`config.mk`:
```
export PLATFORM = sky130hd
export DESIGN_NAME = busacc_cpu
export DESIGN_NICKNAME = d
export VERILOG_FILES = /design/src/rtl/busacc_pkg.sv /design/src/rtl/busacc_reg.sv /design/src/rtl/busacc_alu.sv /design/src/rtl/busacc_mem.sv /design/src/rtl/busacc_ctrl.sv /design/src/rtl/busacc_cpu.sv
export SDC_FILE = /design/constraint.sdc
export NUM_CORES = 1
export LEC_CHECK = 0
export ABC_AREA = 1
export BUFFER_PORTS_ARGS = -buffer_cell sky130_fd_sc_hd__buf_2
export CAP_MARGIN = 10
export CORE_MARGIN = 8
export CORE_UTILIZATION = 30
export DETAILED_ROUTE_END_ITERATION = 7
export PLACE_DENSITY = 0.52
export SYNTH_ARGS = -nofsm -noshare
export SYNTH_HDL_FRONTEND = slang
export SYNTH_SLANG_ARGS = --single-unit
```
`constraint.sdc`:
```
create_clock -name clk -period 4.02 [get_ports clk]
set_input_delay 0.201 -clock clk [delete_from_list [all_inputs] [get_ports clk]]
set_output_delay 0.201 -clock clk [all_outputs]
set_load 0.05 [all_outputs]
```
`src/rtl/busacc_pkg.sv`:
```
package busacc_pkg;

    typedef enum logic [3:0] {
        OP_LDA = 4'b0000,
        OP_ADD = 4'b0001,
        OP_SUB = 4'b0010,
        OP_OUT = 4'b1110,
        OP_HLT = 4'b1111
    } opcode_e;

    typedef enum logic [2:0] {
        ST_ADDR,
        ST_INCR,
        ST_FETCH,
        ST_EX1,
        ST_EX2,
        ST_EX3,
        ST_HALT
    } state_e;

    // one control word per step, twelve strobes
    typedef struct packed {
        logic pc_inc;
        logic pc_oe;
        logic mar_ld;
        logic mem_oe;
        logic ir_ld;
        logic ir_oe;
        logic acc_ld;
        logic acc_oe;
        logic b_ld;
        logic alu_oe;
        logic alu_sub;
        logic out_ld;
    } ctl_t;

    // bus source slots
    localparam int SRC_PC  = 0;
    localparam int SRC_MEM = 1;
    localparam int SRC_IR  = 2;
    localparam int SRC_ACC = 3;
    localparam int SRC_ALU = 4;
    localparam int NSRC    = 5;

endpackage

```
`src/rtl/busacc_reg.sv`:
```
module busacc_reg #(
    parameter int W = 8
) (
    input  logic         clk,
    input  logic         clr,
    input  logic         en,
    input  logic [W-1:0] d,
    output logic [W-1:0] q
);
    always_ff @(posedge clk or posedge clr) begin
        if (clr) begin
            q <= '0;
        end else if (en) begin
            q <= d;
        end
    end
endmodule

```
`src/rtl/busacc_alu.sv`:
```
module busacc_alu #(
    parameter int W = 8
) (
    input  logic [W-1:0] a,
    input  logic [W-1:0] b,
    input  logic         sub,
    output logic [W-1:0] y
);
    logic [W-1:0] b_eff;
    logic [W-1:0] cin;

    always_comb begin
        b_eff = sub ? ~b : b;
        cin   = {{(W-1){1'b0}}, sub};
        y     = a + b_eff + cin;
    end
endmodule

```
`src/rtl/busacc_mem.sv`:
```
module busacc_mem #(
    parameter int DW = 8,
    parameter int AW = 4
) (
    input  logic          clk,
    input  logic          we,
    input  logic [AW-1:0] addr,
    input  logic [DW-1:0] wdata,
    output logic [DW-1:0] rdata
);
    localparam int DEPTH = 1 << AW;

    logic [DW-1:0] store [DEPTH];

    always_ff @(posedge clk) begin
        if (we) begin
            store[addr] <= wdata;
        end
    end

    assign rdata = store[addr];
endmodule

```
`src/rtl/busacc_ctrl.sv`:
```
module busacc_ctrl
    import busacc_pkg::*;
(
    input  logic       clk,
    input  logic       clr,
    input  logic       prog_mode,
    input  logic [3:0] opcode,
    output ctl_t       ctl,
    output logic       halted
);
    state_e state_q;
    state_e state_d;

    // state register
    always_ff @(posedge clk or posedge clr) begin
        if (clr) begin
            state_q <= ST_ADDR;
        end else begin
            state_q <= state_d;
        end
    end

    // transitions
    always_comb begin
        state_d = state_q;
        if (prog_mode && state_q != ST_HALT) begin
            state_d = ST_ADDR;
        end else begin
            unique case (state_q)
                ST_ADDR:  state_d = ST_INCR;
                ST_INCR:  state_d = ST_FETCH;
                ST_FETCH: state_d = ST_EX1;
                ST_EX1:   state_d = (opcode == OP_HLT) ? ST_HALT : ST_EX2;
                ST_EX2:   state_d = ST_EX3;
                ST_EX3:   state_d = ST_ADDR;
                ST_HALT:  state_d = ST_HALT;
                default:  state_d = ST_ADDR;
            endcase
        end
    end

    // control word per state
    always_comb begin
        ctl = '0;
        if (!prog_mode) begin
            unique case (state_q)
                ST_ADDR: begin
                    ctl.pc_oe  = 1'b1;
                    ctl.mar_ld = 1'b1;
                end
                ST_INCR: begin
                    ctl.pc_inc = 1'b1;
                end
                ST_FETCH: begin
                    ctl.mem_oe = 1'b1;
                    ctl.ir_ld  = 1'b1;
                end
                ST_EX1: begin
                    case (opcode)
                        OP_LDA, OP_ADD, OP_SUB: begin
                            ctl.ir_oe  = 1'b1;
                            ctl.mar_ld = 1'b1;
                        end
                        OP_OUT: begin
                            ctl.acc_oe = 1'b1;
                            ctl.out_ld = 1'b1;
                        end
                        default: ;
                    endcase
                end
                ST_EX2: begin
                    case (opcode)
                        OP_LDA: begin
                            ctl.mem_oe = 1'b1;
                            ctl.acc_ld = 1'b1;
                        end
                        OP_ADD, OP_SUB: begin
                            ctl.mem_oe = 1'b1;
                            ctl.b_ld   = 1'b1;
                        end
                        default: ;
                    endcase
                end
                ST_EX3: begin
                    case (opcode)
                        OP_ADD: begin
                            ctl.alu_oe = 1'b1;
                            ctl.acc_ld = 1'b1;
                        end
                        OP_SUB: begin
                            ctl.alu_oe  = 1'b1;
                            ctl.alu_sub = 1'b1;
                            ctl.acc_ld  = 1'b1;
                        end
                        default: ;
                    endcase
                end
                ST_HALT: ;
                default: ;
            endcase
        end
    end

    assign halted = (state_q == ST_HALT);
endmodule

```
`src/rtl/busacc_cpu.sv`:
```
module busacc_cpu
    import busacc_pkg::*;
#(
    parameter int DATA_W = 8,
    parameter int ADDR_W = 4
) (
    input  logic              clk,
    input  logic              clr,
    input  logic              prog_mode,
    input  logic              prog_we,
    input  logic [ADDR_W-1:0] prog_addr,
    input  logic [DATA_W-1:0] prog_data,
    output logic [DATA_W-1:0] leds,
    output logic              halted
);
    localparam int PAD_W = DATA_W - ADDR_W;

    ctl_t              ctl;
    logic [ADDR_W-1:0] pc_q;
    logic [ADDR_W-1:0] mar_q;
    logic [DATA_W-1:0] ir_q;
    logic [DATA_W-1:0] acc_q;
    logic [DATA_W-1:0] b_q;
    logic [DATA_W-1:0] out_q;
    logic [DATA_W-1:0] mem_rd;
    logic [DATA_W-1:0] alu_y;
    logic [DATA_W-1:0] bus;
    logic [DATA_W-1:0] src [NSRC];
    logic [NSRC-1:0]   bus_en;
    logic [ADDR_W-1:0] mem_addr;
    logic              mem_we;

    // program counter
    always_ff @(posedge clk or posedge clr) begin
        if (clr) begin
            pc_q <= '0;
        end else if (ctl.pc_inc) begin
            pc_q <= pc_q + 1'b1;
        end
    end

    // bus: gated OR of the enabled source
    assign src[SRC_PC]  = {{PAD_W{1'b0}}, pc_q};
    assign src[SRC_MEM] = mem_rd;
    assign src[SRC_IR]  = {{PAD_W{1'b0}}, ir_q[ADDR_W-1:0]};
    assign src[SRC_ACC] = acc_q;
    assign src[SRC_ALU] = alu_y;

    always_comb begin
        bus_en          = '0;
        bus_en[SRC_PC]  = ctl.pc_oe;
        bus_en[SRC_MEM] = ctl.mem_oe;
        bus_en[SRC_IR]  = ctl.ir_oe;
        bus_en[SRC_ACC] = ctl.acc_oe;
        bus_en[SRC_ALU] = ctl.alu_oe;
    end

    always_comb begin
        bus = '0;
        for (int i = 0; i < NSRC; i++) begin
            if (bus_en[i]) begin
                bus = bus | src[i];
            end
        end
    end

    // memory addressing
    assign mem_addr = prog_mode ? prog_addr : mar_q;
    assign mem_we   = prog_mode & prog_we;

    busacc_mem #(.DW(DATA_W), .AW(ADDR_W)) mem_i (
        .clk   (clk),
        .we    (mem_we),
        .addr  (mem_addr),
        .wdata (prog_data),
        .rdata (mem_rd)
    );

    busacc_reg #(.W(ADDR_W)) mar_i (
        .clk (clk), .clr (clr), .en (ctl.mar_ld),
        .d (bus[ADDR_W-1:0]), .q (mar_q)
    );

    busacc_reg #(.W(DATA_W)) ir_i (
        .clk (clk), .clr (clr), .en (ctl.ir_ld), .d (bus), .q (ir_q)
    );

    busacc_reg #(.W(DATA_W)) acc_i (
        .clk (clk), .clr (clr), .en (ctl.acc_ld), .d (bus), .q (acc_q)
    );

    busacc_reg #(.W(DATA_W)) b_i (
        .clk (clk), .clr (clr), .en (ctl.b_ld), .d (bus), .q (b_q)
    );

    busacc_reg #(.W(DATA_W)) out_i (
        .clk (clk), .clr (clr), .en (ctl.out_ld), .d (bus), .q (out_q)
    );

    busacc_alu #(.W(DATA_W)) alu_i (
        .a   (acc_q),
        .b   (b_q),
        .sub (ctl.alu_sub),
        .y   (alu_y)
    );

    busacc_ctrl ctrl_i (
        .clk       (clk),
        .clr       (clr),
        .prog_mode (prog_mode),
        .opcode    (ir_q[DATA_W-1 -: 4]),
        .ctl       (ctl),
        .halted    (halted)
    );

    assign leds = out_q;
endmodule

```
==> flow_metrics.py, run 1 <==
metrics = {
    "critical_path": {
        "arrival_ns": 3.06,
        "cp_max_fo": 9,
        "end_kind": "flop",
        "critPathKind": "flop to flop",
        "worst_ep_required_time_ns": 4.34,
        "cp-start-kind": "flop",
    },
    "cells_and_area": {
        "stdcell_area_sq_um": 8690,
        "num_antenna_cells": 0,
        "nNetsFinal": 840,
        "area_growth_pct": 13.3,
        "drive_above_1_share": 0.0978,
    },
    "detailed_routing": {
        "num_vias": 5311,
        "drc": 0,
        "dr.pass1.iters": 5,
        "wirelength_um": 19300,
        "drt_iter0_drc": 451,
        "ant_nets": 0,
        "wl_per_cell_um": 16.7,
        "vias_per_cell": 4.59,
    },
    "floorplan": {
        "coreArea_sq_um": 25200,
        "die_h_um": 176,
        "die-area_sq_um": 30900,
        "row_count": 58,
        "die_x_um": 176,
        "start_util": 0.305,
        "pin_count": 25,
    },
    "synth": {
        "synthSimpleGateAreaFrac": 0.232,
        "syn_area_sq_um": 7670,
        "yosysSeqAreaShare": 0.641,
        "synth_edf_count": 128,
        "syn_area_per_cell_sq_um": 9.76,
        "postSynthRegisterBits": 171,
        "synth_top_family_by_area": "simple AND/OR/NAND/NOR gates",
        "synth_nets": 811,
        "synth_top_area_share": 0.501,
        "synth_common_cells": "nand2_1 (348), edfxtp_1 (128), inv_1 (53)",
        "synthXorXnorAreaFrac": 0.0137,
        "yosysWarnings": 0,
        "syn_inst": 786,
        "synth_compound_area_frac": 0.0537,
        "synthArstFlopShare": 0.251,
        "synth.area.top_cells": "edfxtp_1 (50%), nand2_1 (17%), dfrtp_1 (14%)",
        "synth_top_flop_cell": "edfxtp_1",
        "synth_area_leader_cell": "edfxtp_1",
        "synth.most_common_cell": "nand2_1",
        "synth.distinct_cells": 43,
        "synth.area.mux_share": 0.00147,
        "synthAdderAreaFrac": 0.0157,
    },
    "global_routing": {
        "grt_pass1_vias": 5137,
        "grt_pass1_wl_um": 29800,
        "grt_start_max_net_pins": 44,
        "antenna_found_initial": 0,
        "overflow": 0,
        "grt_use_total": 0.127,
    },
    "clock_network": {
        "clkSinkCount": 171,
        "path_clk_slew_ns": 0.07,
        "cts.repair.resized": 0,
        "cts-hold-fix-buffers": 0,
        "cts-root-buf": "clkbuf_16",
        "cts_tree": "done",
        "numCtsBuffers": 17,
        "htree_levels": 4,
        "cts_setup_buffers": 0,
        "max-clock-path-buffers": 2,
        "clk_latency_ns": 0.44,
    },
    "power_and_ir_drop": {
        "p_seq_frac": 0.466,
        "p_int_mw": 3.08,
        "power.total_mw": 4.43,
        "sw_frac_of_total": 0.304,
        "ir_worst_vdd_mv": 0.250,
        "power_density_nw_per_um2": 509,
        "clkPwrFrac": 0.365,
        "switching_power_mw": 1.34,
        "p_leak_nw": 3.77,
        "power_frac_comb": 0.169,
    },
    "timing": {
        "skew_ns": 0.0156,
        "final.min_clock_period_ns": 2.74,
        "max-slew-margin-rel": 0.383,
        "hold_viol_final": 43,
        "fin_tns_setup_ns": 0,
        "slew_violations": 0,
        "rsz0062_at_grt": "false",
        "fmax_mhz": 365,
        "worst_pin_slew_ns": 0.924,
        "min_period_over_period": 0.681,
        "whs_ns": -0.0309,
        "finalSetupViolCount": 0,
    },
    "run_status": {
        "violations": "negative hold slack",
        "status": "complete, but fails checks",
    },
    "run": {
        "drv_cap": 0,
    },
    "min_path": {
        "hold_path.class": "primary input to async pin",
    },
    "placement": {
        "place_area_sq_um": 8120,
        "routabilityCongestion": 0.818,
        "io_buffer_count": 24,
        "hpwl_um": 12800,
    },
}
## state kept, by name, indices dropped and copies added (netlist names)
| register | cells |
|---|---|
| mar_i.q | 4 |
| ctrl_i.state_q | 3 |
| ir_i.q | 8 |
| acc_i.q | 8 |
| mem_i.store | 128 |
| out_i.q | 8 |
| b_i.q | 8 |
| pc_q | 4 |
## routing by layer
| metal | vias up | GRT usage | part of all wire |
|---|---|---|---|
| met4 | 0 | 0.0286 | 0.011 |
| met3 | 16 | 0.0320 | 0.048 |
| met5 | - | 0 | 0 |
| li1 | 2632 | - | - |
| met1 | 2534 | 0.172 | 0.48 |
| met2 | 129 | 0.202 | 0.46 |
## kinds of logic after synthesis
kind of cell	Yosys count
simple gates	448
flops	171
buf+inv	75
compound gates	70
xor+xnor	12
fa+ha+maj	9
mux	1
## layout make-up
cell class                      count  area, sq um
Fill cell                        2572        16500
Sequential cell                   171         4920
Multi-Input combinational cell    540         2430
Clock buffer                       19          433
Tap cell                          330          413
Inverter                           57          214
Timing Repair Buffer               28          150
Clock inverter                     13          133
## cells in the final DEF, fill, tap and decap left out, types with 5 or more instances in the layout
cell type,n
clkbuf_16,17
nand2_1,348
buf_2,24
o21ai_1,11
inv_2,5
edfxtp_1,128
inv_1,52
nand3_1,31
nor2_1,51
ha_1,8
dfrtp_1,43
o21ai_0,25
xor2_1,5
xnor2_1,7
a21oi_1,14
## stage by stage
stage | hold WS (ns) | instances | utilization | worst slack, ns
2_1_floorplan | 0.300 | 786 | - | 1.64
4_1_cts | 0.00891 | 1158 | 0.345 | 1.27
3_3_place_gp | 0.461 | 1126 | 0.323 | 1.25
5_1_grt | 0.0523 | 1158 | 0.345 | 1.02
3_5_place_dp | 0.464 | 1126 | 0.323 | 1.24
6_report | -0.0309 | 1158 | 0.345 | 1.28
## power groups by stage
stage,logic [mW],registers (mW),clock network [mW]
6_report,0.746,2.06,1.62
5_1_grt,0.839,2.08,1.70
4_1_cts,0.753,2.06,1.63
3_5_place_dp,0.749,2.10,0
3_3_place_gp,0.747,2.10,0
2_1_floorplan,0.529,2.08,0
## path summary, 6_finish.rpt
path                                      to  cells past startpoint  slack [ns]              start
setup / recovery                    b_i.q[6]                     15        1.28  ctrl_i.state_q[0]
hold / removal                       pc_q[1]                      2       -0.03                clr
setup reg to reg                    b_i.q[6]                     15        1.28  ctrl_i.state_q[0]
hold reg to reg                   out_i.q[7]                      2        0.47         out_i.q[7]
max in group asynchronous           b_i.q[4]                      2        3.48                clr
min in group clk           mem_i.store[3][6]                      1        0.18       prog_data[6]
## worst max-delay path, cell delays in order, from the launching register on
cell and delay (ns):
dfrtp_1 0.48, nand2_1 0.10, nor2_1 0.21, nand3_2 0.28
xnor2_1 0.21, ha_1 0.36, nand3_1 0.10, nand2_1 0.09
nand2_1 0.06, nand2_1 0.06, a21oi_1 0.07, or2_2 0.27
nand3_1 0.07, nand3_1 0.12, nand2_1 0.09, nand2_1 0.05
No activity file was read; power rests on OpenSTA's default activity.
==> run 2, diff against run 1 <==
- clock period: 4.02 -> 2.6 ns (I/O delays scaled with it)
==> run 2 against run 1 <==
The flow now finishes without violations. First-iteration DRC count shrank 11%. Die area did not move. Clock-buffer cell count decreased by 2. Non-clock buffer count grew 35. Sequential share of layout area decreased by 2.3 points. Final cell count up 3.0%. Global-route usage rose by 0.34 points. Utilization up 1.4 points. Routed wire length up 0.20%. Sequential power is 55% higher. Clock skew down 0.0055 ns. Largest power group unchanged.
==> flow_metrics.py, run 2 (same netlist as run 1, synthesis figures left out) <==
metrics = {
    "run_status": {
        "status": "complete, no violations",
    },
    "floorplan": {
        "die-area_sq_um": 30900,
        "die_h_um": 176,
        "die_x_um": 176,
        "coreArea_sq_um": 25200,
        "start_util": 0.305,
        "pin_count": 25,
        "row_count": 58,
    },
    "critical_path": {
        "cp_max_fo": 5,
        "cp-start-kind": "flop",
        "arrival_ns": 2.72,
        "r2r_start": "ir_i.q[5]",
        "cp-startpoint": "ir_i.q[5]",
        "end_kind": "flop",
        "worstRegToRegCells": 15,
        "cp_slowest_stage_delay_ns": 0.40,
        "timing.rr.end": "ir_i.q[6]",
        "crit_chain": "nand2_1 -> nor2_2 -> nand3_4 -> xnor2_1 -> ha_1 -> nand3_1 -> nand2_1 -> nand2_1 -> nand2_1 -> a21oi_1 -> or2_2 -> nand3_1 -> nand3_1 -> nand2_1 -> nand2_1",
        "critPathKind": "flop to flop",
        "rrSetupSlack_ns": 0.20,
        "crit_top_cell": "nand2_1",
        "slowest_stage": "dfrtp_1",
        "worst_ep_required_time_ns": 2.92,
    },
    "timing": {
        "max-slew-margin-rel": 0.375,
        "fmax_mhz": 417,
        "rsz0062_at_grt": "false",
        "min_period_over_period": 0.923,
        "slew_violations": 0,
        "finalSetupViolCount": 0,
        "worst_pin_slew_ns": 0.938,
        "fin_tns_setup_ns": 0,
        "final.min_clock_period_ns": 2.40,
        "whs_ns": 0.0321,
        "hold_viol_final": 0,
        "skew_ns": 0.0102,
    },
    "min_path": {
        "hold_path.class": "primary input to flop",
        "min_from": "prog_mode",
        "min_to": "ctrl_i.state_q[0]",
        "holdPathStages": 4,
    },
    "power_and_ir_drop": {
        "ir_worst_vdd_mv": 0.415,
        "power_density_nw_per_um2": 787,
        "p_leak_nw": 3.99,
        "power.total_mw": 7.12,
    },
    "cells_and_area": {
        "num_antenna_cells": 0,
        "top_register": "mem_i.store",
        "layout_commonest_cell": "nand2_1",
        "drive_above_1_share": 0.139,
        "nNetsFinal": 875,
        "fin_util": 0.359,
        "largest_reg_flops": 128,
        "final_cell_mix": "nand2_1 (348), edfxtp_1 (128), inv_1 (52), nor2_1 (48), dfrtp_1 (43)",
        "area_growth_pct": 18.0,
    },
    "clock_network": {
        "clk_latency_ns": 0.43,
        "numCtsBuffers": 17,
        "clkSinkCount": 171,
        "htree_levels": 4,
        "cts-root-buf": "clkbuf_16",
        "cts_setup_buffers": 0,
        "cts_tree": "done",
        "path_clk_slew_ns": 0.07,
        "max-clock-path-buffers": 2,
    },
    "detailed_routing": {
        "wl_per_cell_um": 16.2,
        "num_vias": 5401,
        "wirelength_um": 19300,
        "vias_per_cell": 4.53,
        "dr.pass1.iters": 4,
        "drc": 0,
        "ant_nets": 0,
        "drt_iter0_drc": 401,
    },
    "placement": {
        "io_buffer_count": 24,
        "routabilityCongestion": 0.886,
        "hpwl_um": 13000,
    },
    "global_routing": {
        "antenna_found_initial": 0,
        "grt_start_max_net_pins": 44,
        "overflow": 0,
        "grt_pass1_vias": 5426,
        "grt_pass1_wl_um": 30600,
        "grt_use_total": 0.131,
    },
    "run": {
        "drv_cap": 0,
    },
}
-- run 2: cell types whose count changed in the layout (fill, tap and decap cells not counted), moves of 2 or more --
| cell | change |
|---|---|
| nor2_1 | -3 |
| inv_8 | +3 |
| nor2_2 | +3 |
| clkbuf_1 | -2 |
| buf_4 | +33 |
| clkinvlp_4 | -2 |
| bufinv_16 | +2 |
-- run 2: power breakdown --
group	switching (mW)	internal (mW)	total [mW]
Combinational	0.856	0.377	1.23
Sequential	0.0890	3.10	3.19
Clock	1.15	1.55	2.71
-- run 2: worst max-delay path: cells and delay by family, from the launching register on --
kind                     cells  cell delay [ns]
AO/OA/AOI/OAI                1             0.06
XOR/XNOR                     1             0.15
adder cells (fa/ha/maj)      1             0.35
flip-flops                   1             0.40
AND/OR/NAND/NOR             12             1.32
-- run 2: through the flow --
stage               instances  setup slack, ns  area (sq um)
floorplan                 786            0.217          7670
global placement         1160            0.210          8390
detailed placement       1160            0.136          8390
CTS                      1193            0.121          9030
global route             1193         0.000981          9050
finish                   1193            0.200          9050
-- run 2: worst max-delay path by stage --
stage	to	slack [ns]	depth (start not counted)
after floorplan	b_i.q[6]	0.22	16
after global placement	ir_i.q[6]	0.21	14
after detailed placement	ir_i.q[6]	0.14	15
after CTS	ir_i.q[6]	0.12	15
after global routing	b_i.q[7]	0.001	16
final	ir_i.q[6]	0.20	15
-- run 2: layout make-up --
type / instances / area (sq um)
multi-input combinational: 540 / 2450
clock inverter: 15 / 201
inverter: 57 / 214
sequential: 171 / 4920
fill: 2518 / 16100
timing repair buffer: 63 / 428
clock buffer: 17 / 425
tap: 330 / 413
-- run 2: routing by layer --
layer / wire length (um) / vias to the layer above / global-route usage
li1: - / 2706 / -
met1: 8950 / 2567 / 0.172
met2: 9230 / 105 / 0.213
met3: 857 / 23 / 0.0243
met4: 298 / 0 / 0.0431
met5: 0 / - / 0
-- run 2: timing repair --
| action | CTS | global route |
|---|---|---|
| hold endpoints to repair | 43 | 0 |
| setup endpoints to repair | 0 | 10 |
| resized for setup | 0 | 5 |
| hold buffers | 1 | 0 |
